$ cat config.mk
export PLATFORM = sky130hd
export DESIGN_NAME = port_layer_encoder
export DESIGN_NICKNAME = d
export VERILOG_FILES = /design/src/rtl/ple_pkg.sv /design/src/rtl/ple_range_table.sv /design/src/rtl/ple_layer_select.sv /design/src/rtl/ple_field_pack.sv /design/src/rtl/port_layer_encoder.sv
export SDC_FILE = /design/constraint.sdc
export NUM_CORES = 2
export LEC_CHECK = 0
export BUFFER_PORTS_ARGS = -buffer_cell sky130_fd_sc_hd__buf_2
export CAP_MARGIN = 40
export CORE_UTILIZATION = 55
export DETAILED_ROUTE_END_ITERATION = 12
export PLACE_DENSITY = 0.71
export SETUP_SLACK_MARGIN = 0.1
export SKIP_CTS_REPAIR_TIMING = 1
export SYNTH_ARGS = -nofsm -noshare
export SYNTH_HDL_FRONTEND = slang
export SYNTH_HIERARCHICAL = 1
export SYNTH_SLANG_ARGS = --single-unit
$ cat constraint.sdc
create_clock -name clk -period 10.4 [get_ports clk]
set_input_delay 2.08 -clock clk [delete_from_list [all_inputs] [get_ports clk]]
set_output_delay 2.08 -clock clk [all_outputs]
set_load 0.01 [all_outputs]
$ cat src/rtl/ple_pkg.sv
package ple_pkg;
  localparam int unsigned PLE_MASK_W = 64;

  function automatic logic [PLE_MASK_W-1:0] ple_low_ones(input int unsigned n);
    if (n >= PLE_MASK_W) return '1;
    return (PLE_MASK_W'(1) << n) - PLE_MASK_W'(1);
  endfunction
endpackage

$ cat src/rtl/ple_range_table.sv
module ple_range_table #(
  parameter int PORT_W  = 16,
  parameter int CODE_W  = 16,
  parameter int ENTRIES = 32,
  parameter int LAYERS  = 4,
  localparam int ADDR_W = $clog2(ENTRIES),
  localparam int LYR_W  = $clog2(LAYERS)
) (
  input  logic                               clk,
  input  logic                               rst,
  input  logic                               we,
  input  logic [ADDR_W-1:0]                  addr,
  input  logic                               en,
  input  logic [PORT_W-1:0]                  lo,
  input  logic [PORT_W-1:0]                  hi,
  input  logic [LYR_W-1:0]                   layer,
  input  logic [CODE_W-1:0]                  code,
  input  logic [PORT_W-1:0]                  port,
  output logic [LAYERS-1:0][ENTRIES-1:0]     hit,
  output logic [ENTRIES-1:0][CODE_W-1:0]     code_o
);
  logic [ENTRIES-1:0]             en_q;
  logic [ENTRIES-1:0][PORT_W-1:0] lo_q;
  logic [ENTRIES-1:0][PORT_W-1:0] hi_q;
  logic [ENTRIES-1:0][LYR_W-1:0]  lyr_q;
  logic [ENTRIES-1:0][CODE_W-1:0] code_q;

  // enable flags carry the reset; payload words are plain storage
  always_ff @(posedge clk) begin
    if (rst) en_q <= '0;
    else if (we) en_q[addr] <= en;
  end

  always_ff @(posedge clk) begin
    if (we) begin
      lo_q[addr]   <= lo;
      hi_q[addr]   <= hi;
      lyr_q[addr]  <= layer;
      code_q[addr] <= code;
    end
  end

  assign code_o = code_q;

  for (genvar e = 0; e < ENTRIES; e++) begin : g_ent
    logic inside_rng;
    assign inside_rng = en_q[e] && (port >= lo_q[e]) && (port <= hi_q[e]);
    for (genvar l = 0; l < LAYERS; l++) begin : g_lyr
      assign hit[l][e] = inside_rng && (lyr_q[e] == LYR_W'(l));
    end
  end
endmodule

$ cat src/rtl/ple_layer_select.sv
module ple_layer_select #(
  parameter int CODE_W  = 16,
  parameter int ENTRIES = 32,
  parameter int LAYERS  = 4
) (
  input  logic [LAYERS-1:0][ENTRIES-1:0] hit,
  input  logic [ENTRIES-1:0][CODE_W-1:0] code_i,
  output logic [LAYERS-1:0]              lay_hit,
  output logic [LAYERS-1:0][CODE_W-1:0]  lay_code
);
  for (genvar l = 0; l < LAYERS; l++) begin : g_lyr
    // scan from the top so the lowest matching index is written last
    always_comb begin
      lay_hit[l]  = 1'b0;
      lay_code[l] = '0;
      for (int e = ENTRIES - 1; e >= 0; e--) begin
        if (hit[l][e]) begin
          lay_hit[l]  = 1'b1;
          lay_code[l] = code_i[e];
        end
      end
    end
  end
endmodule

$ cat src/rtl/ple_field_pack.sv
module ple_field_pack
  import ple_pkg::*;
#(
  parameter int CODE_W = 16,
  parameter int LAYERS = 4,
  localparam int LYR_W = $clog2(LAYERS),
  localparam int WID_W = $clog2(CODE_W + 1),
  localparam int ACC_W = 2 * CODE_W
) (
  input  logic                             clk,
  input  logic                             rst,
  input  logic                             width_we,
  input  logic [LYR_W-1:0]                 width_layer,
  input  logic [WID_W-1:0]                 width_val,
  input  logic [LAYERS-1:0]                lay_hit,
  input  logic [LAYERS-1:0][CODE_W-1:0]    lay_code,
  output logic [CODE_W-1:0]                packed_code
);
  logic [LAYERS-1:0][WID_W-1:0] wid_q;

  always_ff @(posedge clk) begin
    if (rst) wid_q <= '0;
    else if (width_we) wid_q[width_layer] <= width_val;
  end

  logic [ACC_W-1:0]      acc;
  logic [ACC_W-1:0]      fld;
  logic [PLE_MASK_W-1:0] msk;
  int                    cum;

  always_comb begin
    acc = '0;
    fld = '0;
    msk = '0;
    cum = 0;
    for (int l = 0; l < LAYERS; l++) begin
      cum = cum + int'(wid_q[l]);
      if (lay_hit[l] && (wid_q[l] != '0) && (cum <= CODE_W)) begin
        msk = ple_low_ones(int'(wid_q[l]));
        fld = ACC_W'(lay_code[l] & msk[CODE_W-1:0]);
        acc = acc | (fld << (CODE_W - cum));
      end
    end
    packed_code = acc[CODE_W-1:0];
  end
endmodule

$ cat src/rtl/port_layer_encoder.sv
module port_layer_encoder #(
  parameter int PORT_W      = 16,
  parameter int CODE_W      = 16,
  parameter int NUM_ENTRIES = 32,
  parameter int NUM_LAYERS  = 4,
  localparam int ADDR_W = $clog2(NUM_ENTRIES),
  localparam int LYR_W  = $clog2(NUM_LAYERS),
  localparam int WID_W  = $clog2(CODE_W + 1)
) (
  input  logic              clk,
  input  logic              rst,
  input  logic              cfg_entry_we,
  input  logic [ADDR_W-1:0] cfg_addr,
  input  logic              cfg_enable,
  input  logic [PORT_W-1:0] cfg_lo,
  input  logic [PORT_W-1:0] cfg_hi,
  input  logic [LYR_W-1:0]  cfg_layer,
  input  logic [CODE_W-1:0] cfg_code,
  input  logic              cfg_width_we,
  input  logic [LYR_W-1:0]  cfg_width_layer,
  input  logic [WID_W-1:0]  cfg_width,
  input  logic              in_valid,
  input  logic [PORT_W-1:0] in_port,
  output logic              out_valid,
  output logic [CODE_W-1:0] out_code
);
  logic [NUM_LAYERS-1:0][NUM_ENTRIES-1:0] ent_hit;
  logic [NUM_ENTRIES-1:0][CODE_W-1:0]     ent_code;
  logic [NUM_LAYERS-1:0]                  lay_hit;
  logic [NUM_LAYERS-1:0][CODE_W-1:0]      lay_code;
  logic [CODE_W-1:0]                      code_nxt;

  ple_range_table #(
    .PORT_W(PORT_W), .CODE_W(CODE_W), .ENTRIES(NUM_ENTRIES), .LAYERS(NUM_LAYERS)
  ) u_table (
    .clk(clk), .rst(rst), .we(cfg_entry_we), .addr(cfg_addr), .en(cfg_enable),
    .lo(cfg_lo), .hi(cfg_hi), .layer(cfg_layer), .code(cfg_code),
    .port(in_port), .hit(ent_hit), .code_o(ent_code)
  );

  ple_layer_select #(
    .CODE_W(CODE_W), .ENTRIES(NUM_ENTRIES), .LAYERS(NUM_LAYERS)
  ) u_select (
    .hit(ent_hit), .code_i(ent_code), .lay_hit(lay_hit), .lay_code(lay_code)
  );

  ple_field_pack #(
    .CODE_W(CODE_W), .LAYERS(NUM_LAYERS)
  ) u_pack (
    .clk(clk), .rst(rst), .width_we(cfg_width_we), .width_layer(cfg_width_layer),
    .width_val(cfg_width), .lay_hit(lay_hit), .lay_code(lay_code),
    .packed_code(code_nxt)
  );

  always_ff @(posedge clk) begin
    if (rst) begin
      out_valid <= 1'b0;
      out_code  <= '0;
    end else begin
      out_valid <= in_valid;
      if (in_valid) out_code <= code_nxt;
    end
  end
endmodule

=== After elaboration in Yosys (flattened, before gate mapping) ===
Index checks and enable logic that the tools add are counted.

* $add $sub $neg: 11
* Order comparisons: 72
* Equality and inequality tests: 96
* Shift operators: 8
* Muxes and demuxes: 274
* Bitwise operators: 7
* Reduce and logical (&&, ||, !) cells: 238

{| class="wikitable"
|+ Operators by type and width
! operator !! number
|-
| two-way mux 16 bit || 133
|-
| bitwise mux 512 bit || 3
|-
| >= comparator 16 bit || 32
|-
| less-or-equal comparator 16 bit || 32
|-
| logical AND 1 bit || 202
|-
| two-way mux 1 bit || 129
|-
| == test 2 bit (second input constant) || 64
|-
| less-or-equal comparator 32 x 6 -> 1 bit (second input constant) || 3
|-
| left shift 16 x 32 -> 16 bit || 3
|-
| subtractor 6 x 32 -> 32 bit (first input constant) || 3
|-
| demux 16 bit (select 5 bit) || 1
|-
| adder 32 x 6 -> 32 bit || 2
|-
| AND 16 bit || 4
|-
| bitwise mux 64 bit || 1
|-
| == test 2 x 1 -> 1 bit (second input constant) || 32
|-
| logical NOT 2 bit || 32
|-
| left shift 1 x 5 -> 16 bit (first input constant) || 4
|-
| subtractor 16 x 2 -> 16 bit (second input constant) || 4
|-
| OR 16 bit || 3
|-
| bitwise mux 32 bit || 1
|-
| left shift 32 x 32 -> 16 bit || 1
|-
| bitwise mux 20 bit || 1
|-
| nonzero test 5 bit || 4
|-
| demux 2 bit (select 5 bit) || 1
|-
| 11 further kinds || 11
|}

* Register bits: 1669
* Bits of input ports: 84
* Output and inout port bits: 17
* Word-level logic and storage cells: 841

=== Depth between registers and ports, before layout ===
* Depth in word-level cells: 45
* Gate-level depth with buffers: 27
* Mapped depth without buffers: 25

=== Hierarchy ===
Netlist, hierarchy kept.

{| class="wikitable"
|+ Modules (own cells, without submodules)
! module !! times used !! cells an instance !! area an instance (um2) !! seq. area each (um2)
|-
| ple_range_table || 1 || 5440 || 75282.2 || 48686.7
|-
| ple_layer_select || 1 || 3729 || 20469.6 || 0.0
|-
| ple_field_pack || 1 || 967 || 6490.0 || 400.4
|-
| port_layer_encoder || 1 || 54 || 608.1 || 340.3
|}

=== Least setup slack after synthesis ===
Ideal clock, no wire load.

* Path kind: input -> register
* From: in in_port[0]
* To: reg out_code[14]
* Library setup time: 117 ps
* Arrival: 7826 ps
* Required time: 10283 ps
* Path slack: 2457 ps
* Stages: 25
* Buffers on the path: 2
* Path through: inv_1 ha_1 nor2b_1 o21ai_0 a21boi_0 o31a_1 nor4b_1 clkbuf_1 buf_2 nor2_1 a2111oi_0 o21ai_0 a221oi_1 o21ai_1 nor3b_1 and4_1 a311oi_1 a21oi_1 o22a_1 o21ai_0 o32ai_1 a2111oi_0 nand3_1 mux2i_1 nor2_1

{| class="wikitable"
|+ RTL lines
! element !! line !! source
|-
| from (decl) || port_layer_encoder.sv:23 || <nowiki>input logic [PORT_W-1:0] in_port,</nowiki>
|-
| to (signal assigned) || port_layer_encoder.sv:61 || <nowiki>if (in_valid) out_code <= code_nxt;</nowiki>
|-
| to (decl) || port_layer_encoder.sv:25 || <nowiki>output logic [CODE_W-1:0] out_code</nowiki>
|}

==> flow_summary.html <==
<table>
<tr><th>Metric</th><th>Value</th></tr>
<tr><th colspan="2">Yosys</th></tr>
<tr><td>Proportion of register bits with asynchronous set or reset after synthesis</td><td>0%</td></tr>
<tr><td>Portion of the post-synthesis area used by sequential elements</td><td>48.1%</td></tr>
<tr><td>Number of enable-type register cells in the synthesized netlist</td><td>1,600</td></tr>
<tr><td>Leading area contributor after synthesis</td><td>sky130_fd_sc_hd__edfxtp_1</td></tr>
<tr><td>Cells after synthesis</td><td>10,200</td></tr>
<tr><td>Count of unique library cells instantiated by Yosys</td><td>114</td></tr>
<tr><td>Mean post-synth cell area</td><td>10.1 um2</td></tr>
<tr><td>Main area contributors after synthesis</td><td>sky130_fd_sc_hd__edfxtp_1 (47%), sky130_fd_sc_hd__ha_1 (13%), sky130_fd_sc_hd__a21oi_1 (5.4%)</td></tr>
<tr><td>Top FF cell, synth</td><td>sky130_fd_sc_hd__edfxtp_1</td></tr>
<tr><td>Warnings, synthesis</td><td>6</td></tr>
<tr><td>Post-synthesis net count</td><td>11,300</td></tr>
<tr><td>Register bit total from synthesis</td><td>1,669</td></tr>
<tr><td>Top cell type's share of synthesized area</td><td>46.7%</td></tr>
<tr><td>Synthesized cell area</td><td>103,000 um2</td></tr>
<tr><td>Most frequent cell after synthesis</td><td>sky130_fd_sc_hd__edfxtp_1</td></tr>
<tr><td>Top post-synthesis cells by count</td><td>sky130_fd_sc_hd__edfxtp_1 (1,600), sky130_fd_sc_hd__inv_1 (1,173), sky130_fd_sc_hd__a21oi_1 (1,101), sky130_fd_sc_hd__ha_1 (1,057), sky130_fd_sc_hd__nand2_1 (946)</td></tr>
<tr><th colspan="2">Placement</th></tr>
<tr><td>Port Buffer Count</td><td>100</td></tr>
<tr><td>Cell area after placement</td><td>111,000 um2</td></tr>
<tr><td>HPWL reported at the end of detailed placement</td><td>340,000 um</td></tr>
<tr><td>Gp weighted congestion</td><td>1.09</td></tr>
<tr><th colspan="2">Final layout</th></tr>
<tr><td>Finished Cell Area</td><td>118,000 um2</td></tr>
<tr><td>Fill cells</td><td>13,700</td></tr>
<tr><td>Fraction of layout cells with a size suffix above 1</td><td>11.3%</td></tr>
<tr><td>P&amp;R area growth vs syn</td><td>14.3%</td></tr>
<tr><td>Nets</td><td>11,800</td></tr>
<tr><th colspan="2">Power</th></tr>
<tr><td>Leakage Power</td><td>46.7 nW</td></tr>
<tr><td>Maximum VDD drop</td><td>0.000245 V</td></tr>
<tr><td>Switching power total</td><td>4.08 mW</td></tr>
<tr><td>Part of the power in registers</td><td>47.4%</td></tr>
<tr><td>Share of power burned in combinational logic</td><td>9.3%</td></tr>
<tr><td>Switching Fraction</td><td>25.7%</td></tr>
<tr><td>Part of the power in the clock network</td><td>43.3%</td></tr>
<tr><td>Internal power of the cells</td><td>11.8 mW</td></tr>
<tr><td>Areal power density over the cells</td><td>135 nW/um2</td></tr>
<tr><th colspan="2">Setup path</th></tr>
<tr><td>Master of the slowest instance on the critical path</td><td>sky130_fd_sc_hd__nor4b_1</td></tr>
<tr><td>Worst setup EP type</td><td>flop</td></tr>
<tr><td>Setup slack of the most critical reg-to-reg path</td><td>1.96 ns</td></tr>
<tr><td>Kind of cell adding the most delay to the critical path</td><td>simple AND/OR/NAND/NOR gates</td></tr>
<tr><td>Worst setup startpoint</td><td>in_port[14]</td></tr>
<tr><td>Required time of the critical path</td><td>11.12 ns</td></tr>
<tr><td>Largest fanout of any net on the critical path</td><td>17</td></tr>
<tr><td>Arrival time reported for the critical path endpoint</td><td>10.71 ns</td></tr>
<tr><td>Crit path largest cell delay</td><td>0.86 ns</td></tr>
<tr><td>Buf/Inv on CP</td><td>4</td></tr>
<tr><td>Capture instance of the worst register-to-register path</td><td>out_code[13]</td></tr>
<tr><td>Startpoint type of the worst setup path</td><td>primary input</td></tr>
<tr><td>Startpoint of the worst-slack reg-to-reg timing path</td><td>u_table/hi_q[31]</td></tr>
<tr><td>Kind of critical path</td><td>in2reg</td></tr>
<tr><td>Worst-case reg-to-reg path depth</td><td>24</td></tr>
<tr><td>Path length in cells of the critical path</td><td>26</td></tr>
<tr><th colspan="2">STA</th></tr>
<tr><td>Highest attainable clock frequency</td><td>100 MHz</td></tr>
<tr><td>Clock period minus final worst setup slack</td><td>9.99 ns</td></tr>
<tr><td>Period Utilization, post-route</td><td>96.0%</td></tr>
<tr><td>Number of endpoints failing setup at the final stage</td><td>0</td></tr>
<tr><td>Final-report max-slew violation count</td><td>0</td></tr>
<tr><td>Post-Route Skew</td><td>0.0524 ns</td></tr>
<tr><td>RSZ-0062 raised after global routing</td><td>no</td></tr>
<tr><td>Relative slew slack</td><td>27.4%</td></tr>
<tr><td>Slew at the pin closest to its max-slew limit</td><td>1.08 ns</td></tr>
<tr><td>Hold violation count in the final report</td><td>0</td></tr>
<tr><td>Final setup TNS</td><td>0 ns</td></tr>
<tr><th colspan="2">Floorplanning</th></tr>
<tr><td>Area of the core</td><td>186,000 um2</td></tr>
<tr><td>Area enclosed by the die boundary</td><td>189,000 um2</td></tr>
<tr><td>Die Ht</td><td>434 um</td></tr>
<tr><td>Horizontal die dimension</td><td>434 um</td></tr>
<tr><td>Starting density of the core</td><td>55.4%</td></tr>
<tr><td>Total I/O pin count</td><td>101</td></tr>
<tr><td>Number of placement rows</td><td>158</td></tr>
<tr><th colspan="2">GRT</th></tr>
<tr><td>Pin count of the biggest net entering global routing</td><td>52</td></tr>
<tr><td>Aggregate global routing overflow</td><td>0</td></tr>
<tr><td>Initial antenna violation count</td><td>18</td></tr>
<tr><td>Overall routing resource usage</td><td>49.9%</td></tr>
<tr><td>Global-route wire length before repair</td><td>669,000 um</td></tr>
<tr><td>Via count of the first global-routing pass</td><td>94,200</td></tr>
<tr><th colspan="2">Route</th></tr>
<tr><td>Violation count after the first detailed-routing iteration</td><td>15,300</td></tr>
<tr><td>DRC errors left</td><td>0</td></tr>
<tr><td>Antenna viol nets, final</td><td>0</td></tr>
<tr><td>Pre-Repair DR Iteration Count</td><td>8</td></tr>
<tr><td>Detailed-route wire length per cell</td><td>36.2 um</td></tr>
<tr><td>Vias</td><td>95,900</td></tr>
<tr><td>Overall routed net length</td><td>480,000 um</td></tr>
<tr><td>Via count normalized by instance count</td><td>7.23</td></tr>
<tr><th colspan="2">Clock network</th></tr>
<tr><td>Clock root buffer</td><td>sky130_fd_sc_hd__clkbuf_16</td></tr>
<tr><td>Clk pin slew, worst setup/hold paths</td><td>0.06 ns</td></tr>
<tr><td>Sinks on Clock Net</td><td>1,669</td></tr>
<tr><td>Level count of the clock H-tree</td><td>4</td></tr>
<tr><td>Source-to-sink clock delay at the later pin of the worst-skew pair</td><td>0.90 ns</td></tr>
<tr><td>CTS tree</td><td>yes</td></tr>
<tr><td>Number of buffers created by CTS</td><td>184</td></tr>
<tr><td>Deepest clock path buffer count</td><td>3</td></tr>
<tr><th colspan="2">Worst hold path</th></tr>
<tr><td>Hold Path Sink</td><td>u_table/en_q[21]</td></tr>
<tr><td>Number of instances on the worst hold path</td><td>2</td></tr>
<tr><td>Launch point of the worst hold path</td><td>u_table/en_q[21]</td></tr>
<tr><td>Path type of the worst min-delay path</td><td>reg2reg</td></tr>
<tr><th colspan="2">Status</th></tr>
<tr><td>Run status</td><td>finished clean</td></tr>
<tr><th colspan="2">Run</th></tr>
<tr><td>Max capacitance violation total</td><td>0</td></tr>
</table>
-- metal layers --
metal / track usage (%) / wire, um / vias to the layer above
li1: - / - / 39000
met1: 60.2 / 162000 / 45800
met2: 73.8 / 203000 / 8596
met3: 13.1 / 63000 / 2510
met4: 44.1 / 52500 / 12
met5: 0 / 69 / -
-- tightest hold or removal path: stages (launching register included) --
cell and delay [ns]:
sky130_fd_sc_hd__dfxtp_1 0.31, sky130_fd_sc_hd__o21ai_0 0.07, sky130_fd_sc_hd__a21oi_1 0.07
-- power by group through the flow --
stage	registers [mW]	logic [mW]	clock network, mW
CTS	7.50	1.41	6.85
global route	7.51	1.54	7.09
floorplan	7.62	0.681	0
detailed placement	7.64	1.37	0
global placement	7.64	1.25	0
finish	7.51	1.48	6.86
-- registers in the layout, summed over array words and instances, names as in the netlist --
| signal | count |
|---|---|
| u_table/code_o | 512 |
| u_table/hi_q | 512 |
| u_table/lyr_q | 64 |
| out_code | 16 |
| out_valid | 1 |
| u_pack/wid_q | 20 |
| u_table/lo_q | 512 |
| u_table/en_q | 32 |
-- final cells by class --
type | instances | area [um2] | area share [%]
Sequential cell | 1669 | 49400 | 42.1
Timing Repair Buffer | 689 | 6140 | 5.23
Clock buffer | 219 | 4840 | 4.12
Antenna cell | 11 | 27.5 | 0.0234
Multi-Input combinational cell | 6889 | 48200 | 41.0
Inverter | 1187 | 4460 | 3.79
Clock inverter | 116 | 1380 | 1.17
Tap cell | 2480 | 3100 | 2.64
-- placed cells by master, fill, tap and decap left out, types with 44 or more instances in the layout --
cell	count
sky130_fd_sc_hd__edfxtp_1	1600
sky130_fd_sc_hd__inv_1	1172
sky130_fd_sc_hd__a21oi_1	1101
sky130_fd_sc_hd__ha_1	1057
sky130_fd_sc_hd__nand2_1	946
sky130_fd_sc_hd__o21ai_0	653
sky130_fd_sc_hd__buf_4	497
sky130_fd_sc_hd__nor2_1	436
sky130_fd_sc_hd__clkbuf_16	187
sky130_fd_sc_hd__nand3_1	171
sky130_fd_sc_hd__nand4_1	169
sky130_fd_sc_hd__nor2b_1	145
sky130_fd_sc_hd__a221oi_1	135
sky130_fd_sc_hd__nor3_1	119
sky130_fd_sc_hd__o211ai_1	104
sky130_fd_sc_hd__buf_2	100
sky130_fd_sc_hd__a31oi_1	93
sky130_fd_sc_hd__a211oi_1	87
sky130_fd_sc_hd__nand3b_1	83
sky130_fd_sc_hd__nor4_1	78
sky130_fd_sc_hd__a221o_1	78
sky130_fd_sc_hd__nand2b_1	76
sky130_fd_sc_hd__o221ai_1	73
sky130_fd_sc_hd__dfxtp_1	69
sky130_fd_sc_hd__mux2i_1	67
sky130_fd_sc_hd__a21o_1	65
sky130_fd_sc_hd__nor4b_2	65
sky130_fd_sc_hd__o21a_1	60
sky130_fd_sc_hd__o22ai_1	59
sky130_fd_sc_hd__buf_12	59
sky130_fd_sc_hd__nor3b_1	58
sky130_fd_sc_hd__o31ai_1	58
sky130_fd_sc_hd__clkinv_1	50
sky130_fd_sc_hd__and2_1	48
sky130_fd_sc_hd__and3_1	46
sky130_fd_sc_hd__o31a_1	45
sky130_fd_sc_hd__a21boi_0	44
sky130_fd_sc_hd__a2111oi_0	44
-- kinds of logic (layout without fill, tap and decap cells) --
family                   count (synthesis)  count (layout)  synth area share (%)
buffers and inverters                 1632            2211                  6.09
XOR/XNOR                                30              30                 0.276
AND/OR/NAND/NOR                       2670            2670                  12.9
other                                    0              11                     0
AO/OA/AOI/OAI                         3047            3047                  18.8
flip-flops                            1669            1669                  48.1
multiplexers                            82              82                 0.897
adder cells (fa/ha/maj)               1060            1060                  12.9
-- metrics by stage --
step | total power, mW | instances | setup slack (ns) | utilization (%) | hold WS [ns]
2_1_floorplan | 8.30 | 10200 | 2.46 | - | 0.448
5_1_grt | 16.1 | 13300 | 0.845 | 63.3 | 0.513
3_5_place_dp | 9.01 | 12900 | 0.226 | 59.9 | 0.478
3_3_place_gp | 8.89 | 12800 | 0.305 | 59.1 | 0.464
6_report | 15.9 | 13300 | 0.415 | 63.3 | 0.495
4_1_cts | 15.8 | 13200 | 1.08 | 63.3 | 0.490
-- how the worst max path moves through the flow --
stage | to | slack, ns
after detailed placement | out_code[13] | 0.23
final | out_code[13] | 0.41
after floorplan | out_code[14] | 2.46
after global placement | out_code[13] | 0.31
after global routing | out_code[13] | 0.85
after CTS | out_code[13] | 1.08
(Power assumes the default switching activity.)
